`config.mk`:
```
export PLATFORM = sky130hd
export DESIGN_NAME = cfg_io_port
export DESIGN_NICKNAME = d
export VERILOG_FILES = /design/src/rtl/cfg_io_pkg.sv /design/src/rtl/cfg_io_dp.sv /design/src/rtl/cfg_io_ctrl.sv /design/src/rtl/cfg_io_port.sv
export SDC_FILE = /design/constraint.sdc
export NUM_CORES = 1
export LEC_CHECK = 0
export ABC_CLOCK_PERIOD_IN_PS = 3800
export CAP_MARGIN = 40
export CORE_ASPECT_RATIO = 1.4
export CORE_MARGIN = 4
export CORE_UTILIZATION = 50
export CTS_CLUSTER_SIZE = 30
export DETAILED_ROUTE_END_ITERATION = 8
export DONT_BUFFER_PORTS = 1
export MAX_ROUTING_LAYER = met4
export PLACE_DENSITY = 0.73
export SLEW_MARGIN = 25
export SYNTH_ARGS = -nofsm -noshare
export SYNTH_HDL_FRONTEND = slang
export SYNTH_SLANG_ARGS = --single-unit
export TNS_END_PERCENT = 10
```
`constraint.sdc`:
```
create_clock -name clk -period 3.8 [get_ports clk]
set_input_delay 0.38 -clock clk [delete_from_list [all_inputs] [get_ports clk]]
set_output_delay 0.38 -clock clk [all_outputs]
set_load 0.02 [all_outputs]
```
`src/rtl/cfg_io_pkg.sv`:
```
package cfg_io_pkg;

  typedef enum logic [1:0] {
    ST_IDLE = 2'd0,
    ST_TURN = 2'd1,
    ST_REQ  = 2'd2,
    ST_DONE = 2'd3
  } state_t;

  typedef enum logic {
    CYC_CFG = 1'b0,
    CYC_IO  = 1'b1
  } cyc_t;

  typedef enum logic [1:0] {
    SZ_BYTE = 2'd0,
    SZ_HALF = 2'd1,
    SZ_WORD = 2'd2,
    SZ_WIDE = 2'd3
  } size_t;

  // strobes from control to datapath
  typedef struct packed {
    logic idle;     // controller can take a new host access
    logic accept;   // latch the window access
    logic capture;  // latch downstream response
    logic done;     // completion cycle
  } ctrl_t;

  // decode status from datapath to control
  typedef struct packed {
    logic winHit;     // host addresses a data window
    logic typeSwitch; // that window differs from last cycle type
  } stat_t;

endpackage

```
`src/rtl/cfg_io_dp.sv`:
```
module cfg_io_dp
  import cfg_io_pkg::*;
#(
  parameter int ADDR_W = 12,
  parameter int DATA_W = 32,
  parameter logic [ADDR_W-1:0] ADDR_OFS = 12'h064,
  parameter logic [ADDR_W-1:0] CFG_OFS  = 12'h068,
  parameter logic [ADDR_W-1:0] IO_OFS   = 12'h06C,
  parameter logic [DATA_W-1:0] CFG_KEEP = 32'h00FF_FFFC,
  parameter logic [DATA_W-1:0] IO_KEEP  = 32'h0000_FFFC
) (
  input  logic              clk,
  input  logic              rstN,
  input  logic              hostSel,
  input  logic              hostWr,
  input  logic [ADDR_W-1:0] hostAddr,
  input  logic [1:0]        hostSize,
  input  logic [DATA_W-1:0] hostWdata,
  input  ctrl_t             ctrl,
  output stat_t             stat,
  output logic [DATA_W-1:0] hostRdata,
  output logic              dsType,
  output logic [DATA_W-1:0] dsAddr,
  output logic [DATA_W/8-1:0] dsBe,
  output logic              dsWr,
  output logic [DATA_W-1:0] dsWdata,
  input  logic [DATA_W-1:0] dsRdata,
  input  logic              dsAbort
);

  localparam int LANES  = DATA_W / 8;
  localparam int LANE_W = $clog2(LANES);
  localparam int IDX_W  = ADDR_W - LANE_W;

  logic [IDX_W-1:0]  wordIdx;
  logic              addrHit, cfgHit, ioHit;
  cyc_t              winType;
  logic [LANE_W-1:0] lane;
  logic [LANES-1:0]  beNext;
  logic [DATA_W-1:0] maskNext, maskReq;

  logic [DATA_W-1:0] tokenReg;
  cyc_t              lastType;
  cyc_t              reqType;
  logic [DATA_W-1:0] reqAddr;
  logic [LANES-1:0]  reqBe;
  logic              reqWr;
  logic [DATA_W-1:0] reqWdata;
  logic [DATA_W-1:0] readData;

  // ---------------- host decode ----------------
  assign wordIdx = hostAddr[ADDR_W-1:LANE_W];
  assign addrHit = hostSel && (wordIdx == ADDR_OFS[ADDR_W-1:LANE_W]);
  assign cfgHit  = hostSel && (wordIdx == CFG_OFS[ADDR_W-1:LANE_W]);
  assign ioHit   = hostSel && (wordIdx == IO_OFS[ADDR_W-1:LANE_W]);
  assign winType = ioHit ? CYC_IO : CYC_CFG;
  assign lane    = hostAddr[LANE_W-1:0];

  assign stat.winHit     = cfgHit || ioHit;
  assign stat.typeSwitch = (winType != lastType);

  // ---------------- byte enables ----------------
  always_comb begin
    case (size_t'(hostSize))
      SZ_BYTE: beNext = LANES'(1) << lane;
      SZ_HALF: beNext = LANES'(3) << {lane[LANE_W-1:1], 1'b0};
      default: beNext = '1;
    endcase
  end

  generate
    for (genvar g = 0; g < LANES; g++) begin : gLaneMask
      assign maskNext[g*8 +: 8] = {8{beNext[g]}};
      assign maskReq[g*8 +: 8]  = {8{reqBe[g]}};
    end
  endgenerate

  // ---------------- address register ----------------
  always_ff @(posedge clk) begin
    if (!rstN) begin
      tokenReg <= '0;
    end else if (ctrl.idle && addrHit && hostWr) begin
      tokenReg <= hostWdata;
    end
  end

  // ---------------- request latch ----------------
  always_ff @(posedge clk) begin
    if (!rstN) begin
      lastType <= CYC_CFG;
      reqType  <= CYC_CFG;
      reqAddr  <= '0;
      reqBe    <= '0;
      reqWr    <= 1'b0;
      reqWdata <= '0;
    end else if (ctrl.accept) begin
      lastType <= winType;
      reqType  <= winType;
      reqAddr  <= tokenReg & ((winType == CYC_IO) ? IO_KEEP : CFG_KEEP);
      reqBe    <= beNext;
      reqWr    <= hostWr;
      reqWdata <= hostWdata & maskNext;
    end
  end

  // ---------------- response capture ----------------
  always_ff @(posedge clk) begin
    if (!rstN) begin
      readData <= '0;
    end else if (ctrl.capture) begin
      if (reqWr) begin
        readData <= '0;
      end else if (dsAbort) begin
        readData <= (reqType == CYC_CFG) ? maskReq : '0;
      end else begin
        readData <= dsRdata & maskReq;
      end
    end
  end

  // ---------------- outputs ----------------
  always_comb begin
    if (ctrl.done) begin
      hostRdata = readData;
    end else if (addrHit && !hostWr) begin
      hostRdata = tokenReg;
    end else begin
      hostRdata = '0;
    end
  end

  assign dsType  = reqType;
  assign dsAddr  = reqAddr;
  assign dsBe    = reqBe;
  assign dsWr    = reqWr;
  assign dsWdata = reqWdata;

endmodule

```
`src/rtl/cfg_io_ctrl.sv`:
```
module cfg_io_ctrl
  import cfg_io_pkg::*;
(
  input  logic  clk,
  input  logic  rstN,
  input  logic  hostSel,
  input  stat_t stat,
  input  logic  dsAck,
  output ctrl_t ctrl,
  output logic  dsReq,
  output logic  hostWait
);

  state_t state, stateNext;

  always_ff @(posedge clk) begin
    if (!rstN) begin
      state <= ST_IDLE;
    end else begin
      state <= stateNext;
    end
  end

  always_comb begin
    stateNext    = state;
    ctrl         = '0;
    hostWait     = 1'b0;
    dsReq        = 1'b0;
    case (state)
      ST_IDLE: begin
        ctrl.idle = 1'b1;
        if (hostSel && stat.winHit) begin
          ctrl.accept = 1'b1;
          hostWait    = 1'b1;
          stateNext   = stat.typeSwitch ? ST_TURN : ST_REQ;
        end
      end
      ST_TURN: begin
        hostWait  = 1'b1;
        stateNext = ST_REQ;
      end
      ST_REQ: begin
        hostWait = 1'b1;
        dsReq    = 1'b1;
        if (dsAck) begin
          ctrl.capture = 1'b1;
          stateNext    = ST_DONE;
        end
      end
      default: begin
        ctrl.done = 1'b1;
        stateNext = ST_IDLE;
      end
    endcase
  end

endmodule

```
`src/rtl/cfg_io_port.sv`:
```
module cfg_io_port
  import cfg_io_pkg::*;
#(
  parameter int ADDR_W = 12,
  parameter int DATA_W = 32
) (
  input  logic                clk,
  input  logic                rstN,
  input  logic                hostSel,
  input  logic                hostWr,
  input  logic [ADDR_W-1:0]   hostAddr,
  input  logic [1:0]          hostSize,
  input  logic [DATA_W-1:0]   hostWdata,
  output logic [DATA_W-1:0]   hostRdata,
  output logic                hostWait,
  output logic                dsReq,
  output logic                dsType,
  output logic [DATA_W-1:0]   dsAddr,
  output logic [DATA_W/8-1:0] dsBe,
  output logic                dsWr,
  output logic [DATA_W-1:0]   dsWdata,
  input  logic                dsAck,
  input  logic [DATA_W-1:0]   dsRdata,
  input  logic                dsAbort
);

  ctrl_t ctrl;
  stat_t stat;

  cfg_io_ctrl u_ctrl (
    .clk      (clk),
    .rstN     (rstN),
    .hostSel  (hostSel),
    .stat     (stat),
    .dsAck    (dsAck),
    .ctrl     (ctrl),
    .dsReq    (dsReq),
    .hostWait (hostWait)
  );

  cfg_io_dp #(
    .ADDR_W (ADDR_W),
    .DATA_W (DATA_W)
  ) u_dp (
    .clk       (clk),
    .rstN      (rstN),
    .hostSel   (hostSel),
    .hostWr    (hostWr),
    .hostAddr  (hostAddr),
    .hostSize  (hostSize),
    .hostWdata (hostWdata),
    .ctrl      (ctrl),
    .stat      (stat),
    .hostRdata (hostRdata),
    .dsType    (dsType),
    .dsAddr    (dsAddr),
    .dsBe      (dsBe),
    .dsWr      (dsWr),
    .dsWdata   (dsWdata),
    .dsRdata   (dsRdata),
    .dsAbort   (dsAbort)
  );

endmodule

```
-- Yosys cells after proc, flatten, opt, wreduce, memory -nomap -nowiden
Index checks and enable logic that the tools add are counted.
- register bits after elaboration: 136
- logic and storage cells: 54
- eq/ne operators: 9
- shift operators: 2
- muxes and demuxes: 18
- bitwise logic cells: 3
- reduce and logical (&&, ||, !) cells: 14
- operator list (kind ; number):
    2-to-1 mux 32 bit ; 5
    bitwise AND 32 bit ; 3
    equality test 10 x 5 -> 1 bit (second input constant) ; 3
    2-to-1 mux 24 bit ; 1
    2-to-1 mux 2 bit ; 4
    one-hot mux 4 bit (2 select lines) ; 1
    logical AND 1 bit ; 7
    one-hot mux 2 bit (3 select lines) ; 1
    2-to-1 mux 1 bit ; 5
    equality test 2 x 1 -> 1 bit (second input constant) ; 2
    logical NOT 2 bit ; 2
    << shifter 1 x 2 -> 4 bit (first input constant) ; 1
    << shifter 2 x 2 -> 4 bit (first input constant) ; 1
    OR reduction 3 bit ; 1
    equality test 2 bit (second input constant) ; 1
    != test 2 x 1 -> 1 bit (second input constant) ; 1
    != test 2 bit (second input constant) ; 1
    one-hot mux 1 bit (2 select lines) ; 1
    AND reduction 2 bit ; 1
    OR reduction 2 bit ; 1
    logical NOT 1 bit ; 1
    logical OR 1 bit ; 1
    != test 1 bit ; 1

-- Longest topological paths before layout
Gate-level depths: netlist (run 1).
- depth after elaboration: 8
- depth in mapped cells: 9

-- Hierarchy
Synthesis (run 1) repeated with hierarchy kept, for this count alone.
- cell total of the unflattened synthesis: 636
- area, all modules: 5536.6 µm²
- by module, submodules not included (module ; instances ; cells an instance ; area each (µm²) ; sequential area each (µm²)):
    cfg_io_dp ; 1 ; 613 ; 5340.1 ; 2482.4
    cfg_io_ctrl ; 1 ; 23 ; 196.4 ; 40.0

-- Worst setup path before layout (run 1)
OpenSTA, ideal clock, no wires.
- path kind: in2out
- from: input port hostAddr[9]
- to: output port hostRdata[10]
- data arrival time: 2188 ps
- setup slack: 1232 ps
- stages: 6
- path buffers: 2
- cells stage by stage: or4_1 -> buf_2 -> nor4_4 -> nor4b_4 -> buf_2 -> a22o_1
- cells in the longest elaborated chain, start to end: 5
- RTL lines (what ; RTL line ; text):
    start: declaration ; cfg_io_port.sv:11 ; input logic [ADDR_W-1:0] hostAddr,
    equality test 10 x 5 -> 1 bit ; cfg_io_dp.sv:53 ; assign addrHit = hostSel && (wordIdx == ADDR_OFS[ADDR_W-1:LANE_W]);
    logical AND 1 bit ; cfg_io_dp.sv:53 ;
    logical AND 1 bit ; cfg_io_dp.sv:125 ; end else if (addrHit && !hostWr) begin
    2-to-1 mux 32 bit ; cfg_io_dp.sv:125 ;
    2-to-1 mux 32 bit ; cfg_io_dp.sv:123 ; if (ctrl.done) begin
    end: declaration ; cfg_io_port.sv:14 ; output logic [DATA_W-1:0] hostRdata,
No other way between the ends.

-- Worst setup path in the final report (run 1)
- from: input port hostAddr[9]
- to: output port hostRdata[9]
The elaborated chain is that of the path after synthesis.

==> results of run 1 <==
metal layers:
metal / track usage [%] / routed length, um / vias up
met2: 38.1 / 7500 / 221
met4: 8.90 / 297 / 0
met3: 8.10 / 1340 / 26
li1: - / - / 2312
met5: - / 0 / -
met1: 31.2 / 6790 / 2321
flip-flops by register name, summed over array words and instances (netlist names):
register and count:
u_dp.dsAddr 22, u_ctrl.state 2, u_dp.dsBe 4, u_dp.dsWr 1
u_dp.lastType 1, u_dp.dsWdata 32, u_dp.readData 32, u_dp.tokenReg 32
per-stage QoR:
step | cell area (um^2) | hold slack (ps) | util, %
global route | 6200 | 76.7 | 57.3
finish | 6200 | 95.6 | 57.3
floorplan | 5560 | 441 | -
detailed placement | 5540 | 477 | 51.2
global placement | 5460 | 467 | 50.5
CTS | 6180 | 76.8 | 57.2
worst paths after layout:
path	to	startpoint	cells after the start	slack, ps
min	u_dp.dsWdata[16]	rstN	1	100
min reg2reg	u_dp.dsAddr[13]	u_dp.tokenReg[13]	2	490
max reg2reg	u_dp.dsWdata[21]	u_ctrl.state[0]	6	1560
max	hostRdata[9]	hostAddr[9]	5	1080
worst reg2reg max path, delay by kind of cell (launching register included):
kind	cells	cell delay (ps)
AOI/OAI and AO/OA	1	180
adders and majority gates	1	270
buffers and inverters	1	150
DFF	1	340
and+or+nand+nor	3	1190
cell families after synthesis:
family	count (synthesis)	share of synthesized area [%]
adder cells (fa/ha/maj)	4	0.906
AND/OR/NAND/NOR	217	20.0
other	1	0.0679
buffers and inverters	80	6.68
AO/OA/AOI/OAI	236	26.7
flip-flops	126	45.7
report_power, final:
part / internal [mW] / switching (mW) / total (mW)
combinational: 0.0470 / 0.103 / 0.150
clock: 1.19 / 0.567 / 1.76
sequential: 1.33 / 0.00507 / 1.33
total: 2.57 / 0.675 / 3.24
cell type report:
type / count / area [um^2]
fill: 987 / 4610
inverter: 7 / 27.5
sequential: 126 / 2520
multi-input combinational: 467 / 2670
timing repair buffer: 13 / 160
tap: 141 / 176
clock buffer: 20 / 457
clock inverter: 11 / 189
cells in the final DEF (no fill, tap or decap), drive strengths merged:
cell        n
a21o        1
ha          4
nand4      34
nand3      32
nand2b      5
a211o       2
clkinvlp    2
and3b       1
and2        9
o2111ai     1
clkbuf     20
nor3b       8
nor2       36
conb       10
nor3        1
o31a        2
nand4b      1
o21bai      2
nor4b       1
inv         5
nand2      77
and3        1
nor2b       4
clkinv      6
or4         3
o21a        8
bufinv      5
a2bb2oi    32
o31ai       1
dfxtp     126
a21oi     117
nand3b      1
nor4        3
a22o       32
o21ai      37
buf        13
o41ai       1
==> results_dict.tcl, run 1 <==
set metrics [dict create \
    period_share_pct 71.6 \
    core_area_um2 10800 \
    die_area_um2 12800 \
    worstMarginPinSlew_ps 882 \
    setup_tns_ps 0 \
    synth_edf_count 0 \
    dr_total_vias 4880 \
    finClkSkew_ps 10.7 \
    ys.flop_type "dfxtp_1" \
    drt-total-wl_mm 15.9 \
    grt_remaining_overflow 0 \
    synthTopCellsByArea "dfxtp_1 (46%), a21oi_1 (11%), nand2_1 (5.2%)" \
    nets 720 \
    dr.pass1.iters 5 \
    synth_top_area_share_pct 45.7 \
    min_path_type "in -> reg" \
    syn_area_um2 5520 \
    yosysWarnings 0 \
    dp_hpwl_mm 11.4 \
    cts_resized 0 \
    setup_viol 0 \
    drv_cap 0 \
    clockBufferDepth 2 \
    grt_max_degree 69 \
    critical_path_arrival_ps 2340 \
    cts-htree-levels 4 \
    wl_per_cell_um 20.3 \
    antenna_left 0 \
    fin_cells 785 \
    rows 45 \
    place_congestion 0.833 \
    grt_setup_unrepaired "false" \
    layout_min_cycle_time_ps 2720 \
    max-slew-margin-rel_pct 40.5 \
    fmax_ghz 0.368 \
    path_max_fanout 32 \
    hold_buffers 0 \
    initial_utilization_pct 51.1 \
    synth_most_common_cell "dfxtp_1" \
    track_usage_pct 25.0 \
    clk_latency_ps 410 \
    finalPower_mw 3.24 \
    cts_root_buffer "clkbuf_16" \
    ys_async_sr_fraction_pct 0 \
    chipWidth_um 96.8 \
    drv_slew 0 \
    worstPathCellList "or4_1 -> nor4_4 -> nor4b_4 -> buf_4 -> a22o_1" \
    cts_tree "built" \
    critPathTopFamily "simple AND/OR/NAND/NOR gates" \
    cp_slowest_cell "or4_1" \
    cp-end-kind "output pin" \
    drive_gt1_share_pct 7.45 \
    cp_num_buf_inv 1 \
    diodes 0 \
    area_growth_pct 12.2 \
    finalHoldViolCount 0 \
    clk_pin_slew_ps 60 \
    yosys-top-cells-count "dfxtp_1 (126), a21oi_1 (117), nand2_1 (77), clkbuf_1 (52), nor2_1 (36)" \
    fin_ws_ps 1080 \
    ir_worst_vdd_v 0.000306 \
    antenna_found_initial 0 \
    drc 0 \
    drt_iter0_markers 266 \
    p_leak_nw 2.15 \
    yosysSeqAreaShare_pct 45.7 \
    dpl_worst_slack_ps 1100 \
    post_cts_buffers 0 \
    yosysTopAreaCell "dfxtp_1" \
    die_h_um 132 \
    crit_required_ps 3420 \
    start_kind "primary input" \
    ys_ff_latch 126 \
    syn_area_per_cell_um2 8.32 \
    dp.cells 753 \
    critPathKind "in -> out" \
    io_pins 188 \
    cts_num_sinks 126 \
    synth_cell_types 43 \
    port_buffers 0 \
    status "complete, no violations" \
    synth_cells 664 \
    routed_via_density 6.22 \
    grt_pass1_vias 4719 \
    grt_pass1_wl_mm 25.2 \
    cts_buffers 17 \
    p_per_area_nw_per_um2 523 \
    critical_path.max_stage_delay_ps 700 \
]
(Power assumes the default switching activity.)
==> run 2, diff against run 1 <==
Settings changed: ABC_CLOCK_PERIOD_IN_PS 3800 to 2600.
Clock period 3.8 ns to 2.6 ns, I/O delays scaled along.
==> run 2 against run 1 <==
  * Sequential share of layout area is 1.7 points lower
  * Global-route usage grew 0.43 points
  * Register-to-register slack worse by 1100 ps
  * First-iteration DRC count down 7.9%
  * Critical path type is now reg -> out
  * Largest power group unchanged
==> results_dict.tcl, run 2 (synthesis results as in run 1) <==
set metrics [dict create \
    place_area_um2 5560 \
    cp-end-kind "output pin" \
    final_cell_mix "dfxtp_1 (126), a21oi_1 (117), nand2_1 (77)" \
    path_max_fanout 8 \
    drt-total-wl_mm 16.3 \
    clockBufferDepth 2 \
    finClkSkew_ps 7.48 \
    routed_via_density 6.09 \
    fin_area_um2 6470 \
    antenna_found_initial 0 \
    antenna_left 0 \
    grt_remaining_overflow 0 \
    worstMarginPinSlew_ps 797 \
    grt_setup_unrepaired "false" \
    dp_hpwl_mm 11.2 \
    chipWidth_um 96.8 \
    critical_path_arrival_ps 2170 \
    cts-htree-levels 4 \
    p_per_area_nw_per_um2 697 \
    fin_ws_ps 168 \
    fin_cells 821 \
    status "complete, no violations" \
    crit_required_ps 2340 \
    drt_iter0_markers 245 \
    dr.pass1.iters 5 \
    diodes 0 \
    final_common_cell "dfxtp_1" \
    cts_resized 0 \
    dr_total_vias 5002 \
    io_pins 188 \
    clk_latency_ps 410 \
    track_usage_pct 25.5 \
    cts_buffers 17 \
    min_path_type "in -> reg" \
    period_share_pct 93.5 \
    post_cts_buffers 0 \
    core_area_um2 10800 \
    die_h_um 132 \
    ir_worst_vdd_v 0.000550 \
    cts_root_buffer "clkbuf_16" \
    grt_pass1_wl_mm 25.5 \
    setup_viol 0 \
    grt_max_degree 51 \
    grt_pass1_vias 4840 \
    dp.cells 757 \
    die_area_um2 12800 \
    p_leak_nw 2.25 \
    area_growth_pct 17.1 \
    max-slew-margin-rel_pct 46.7 \
    clk_pin_slew_ps 60 \
    drive_gt1_share_pct 7.65 \
    fmax_ghz 0.411 \
    initial_utilization_pct 51.1 \
    rows 45 \
    place_congestion 0.894 \
    hold_buffers 32 \
    cts_num_sinks 126 \
    wl_per_cell_um 19.9 \
    setup_tns_ps 0 \
    finalHoldViolCount 0 \
    cts_tree "built" \
    drc 0 \
    drv_cap 0 \
    port_buffers 0 \
    drv_slew 0 \
    dpl_worst_slack_ps 226 \
    nets 755 \
    start_kind "register" \
    critPathKind "reg -> out" \
    layout_min_cycle_time_ps 2430 \
]
-- run 2: power breakdown --
part           switching [mW]  internal [mW]  leakage, nW
clock network           0.860           1.44        0.275
logic                   0.165         0.0968        0.962
registers             0.00722           1.94         1.01
total                    1.03           3.47         2.25
-- run 2: worst paths after layout --
| check | from | to | slack, ps | cells past startpoint |
|---|---|---|---|---|
| setup / recovery | u_ctrl.state[0] | hostWait | 170 | 7 |
| hold / removal | hostWdata[14] | u_dp.dsWdata[14] | 10 | 2 |
| setup reg to reg | u_ctrl.state[0] | u_dp.dsBe[2] | 470 | 7 |
| hold reg to reg | u_dp.readData[27] | u_dp.readData[27] | 480 | 2 |
-- run 2: area by class of cell --
cell class	instances	area, um^2
clock buffers	19	443
clock inverters	13	140
fillers	954	4340
inverters	7	27.5
multi-input cells	467	2670
flip-flops and latches	126	2520
well taps	141	176
repair buffers	48	490
-- run 2: metal layers --
layer	wire length, um	global-route usage, %	part of all wire, %
met1	6820	31.8	42
met2	7560	37.8	46
met3	1450	6.93	8.9
met4	518	12.7	3.2
met5	0	-	0
-- run 2: stage by stage --
step           power (mW)  utilization [%]  hold slack [ps]
2_1_floorplan        2.17                -              396
3_3_place_gp         2.19             51.5              381
3_5_place_dp         2.20             51.5              384
4_1_cts              4.54             59.8            0.356
5_1_grt              4.65             59.8             9.27
6_report             4.50             59.8             14.5
-- run 2: critical path, cell delays in order, from the launching register on --
cell	delay (ps)
dfxtp_1	340
inv_1	140
ha_1	280
nand2_1	140
nor4_4	440
nor2_1	80
nor2_1	170
buf_4	170
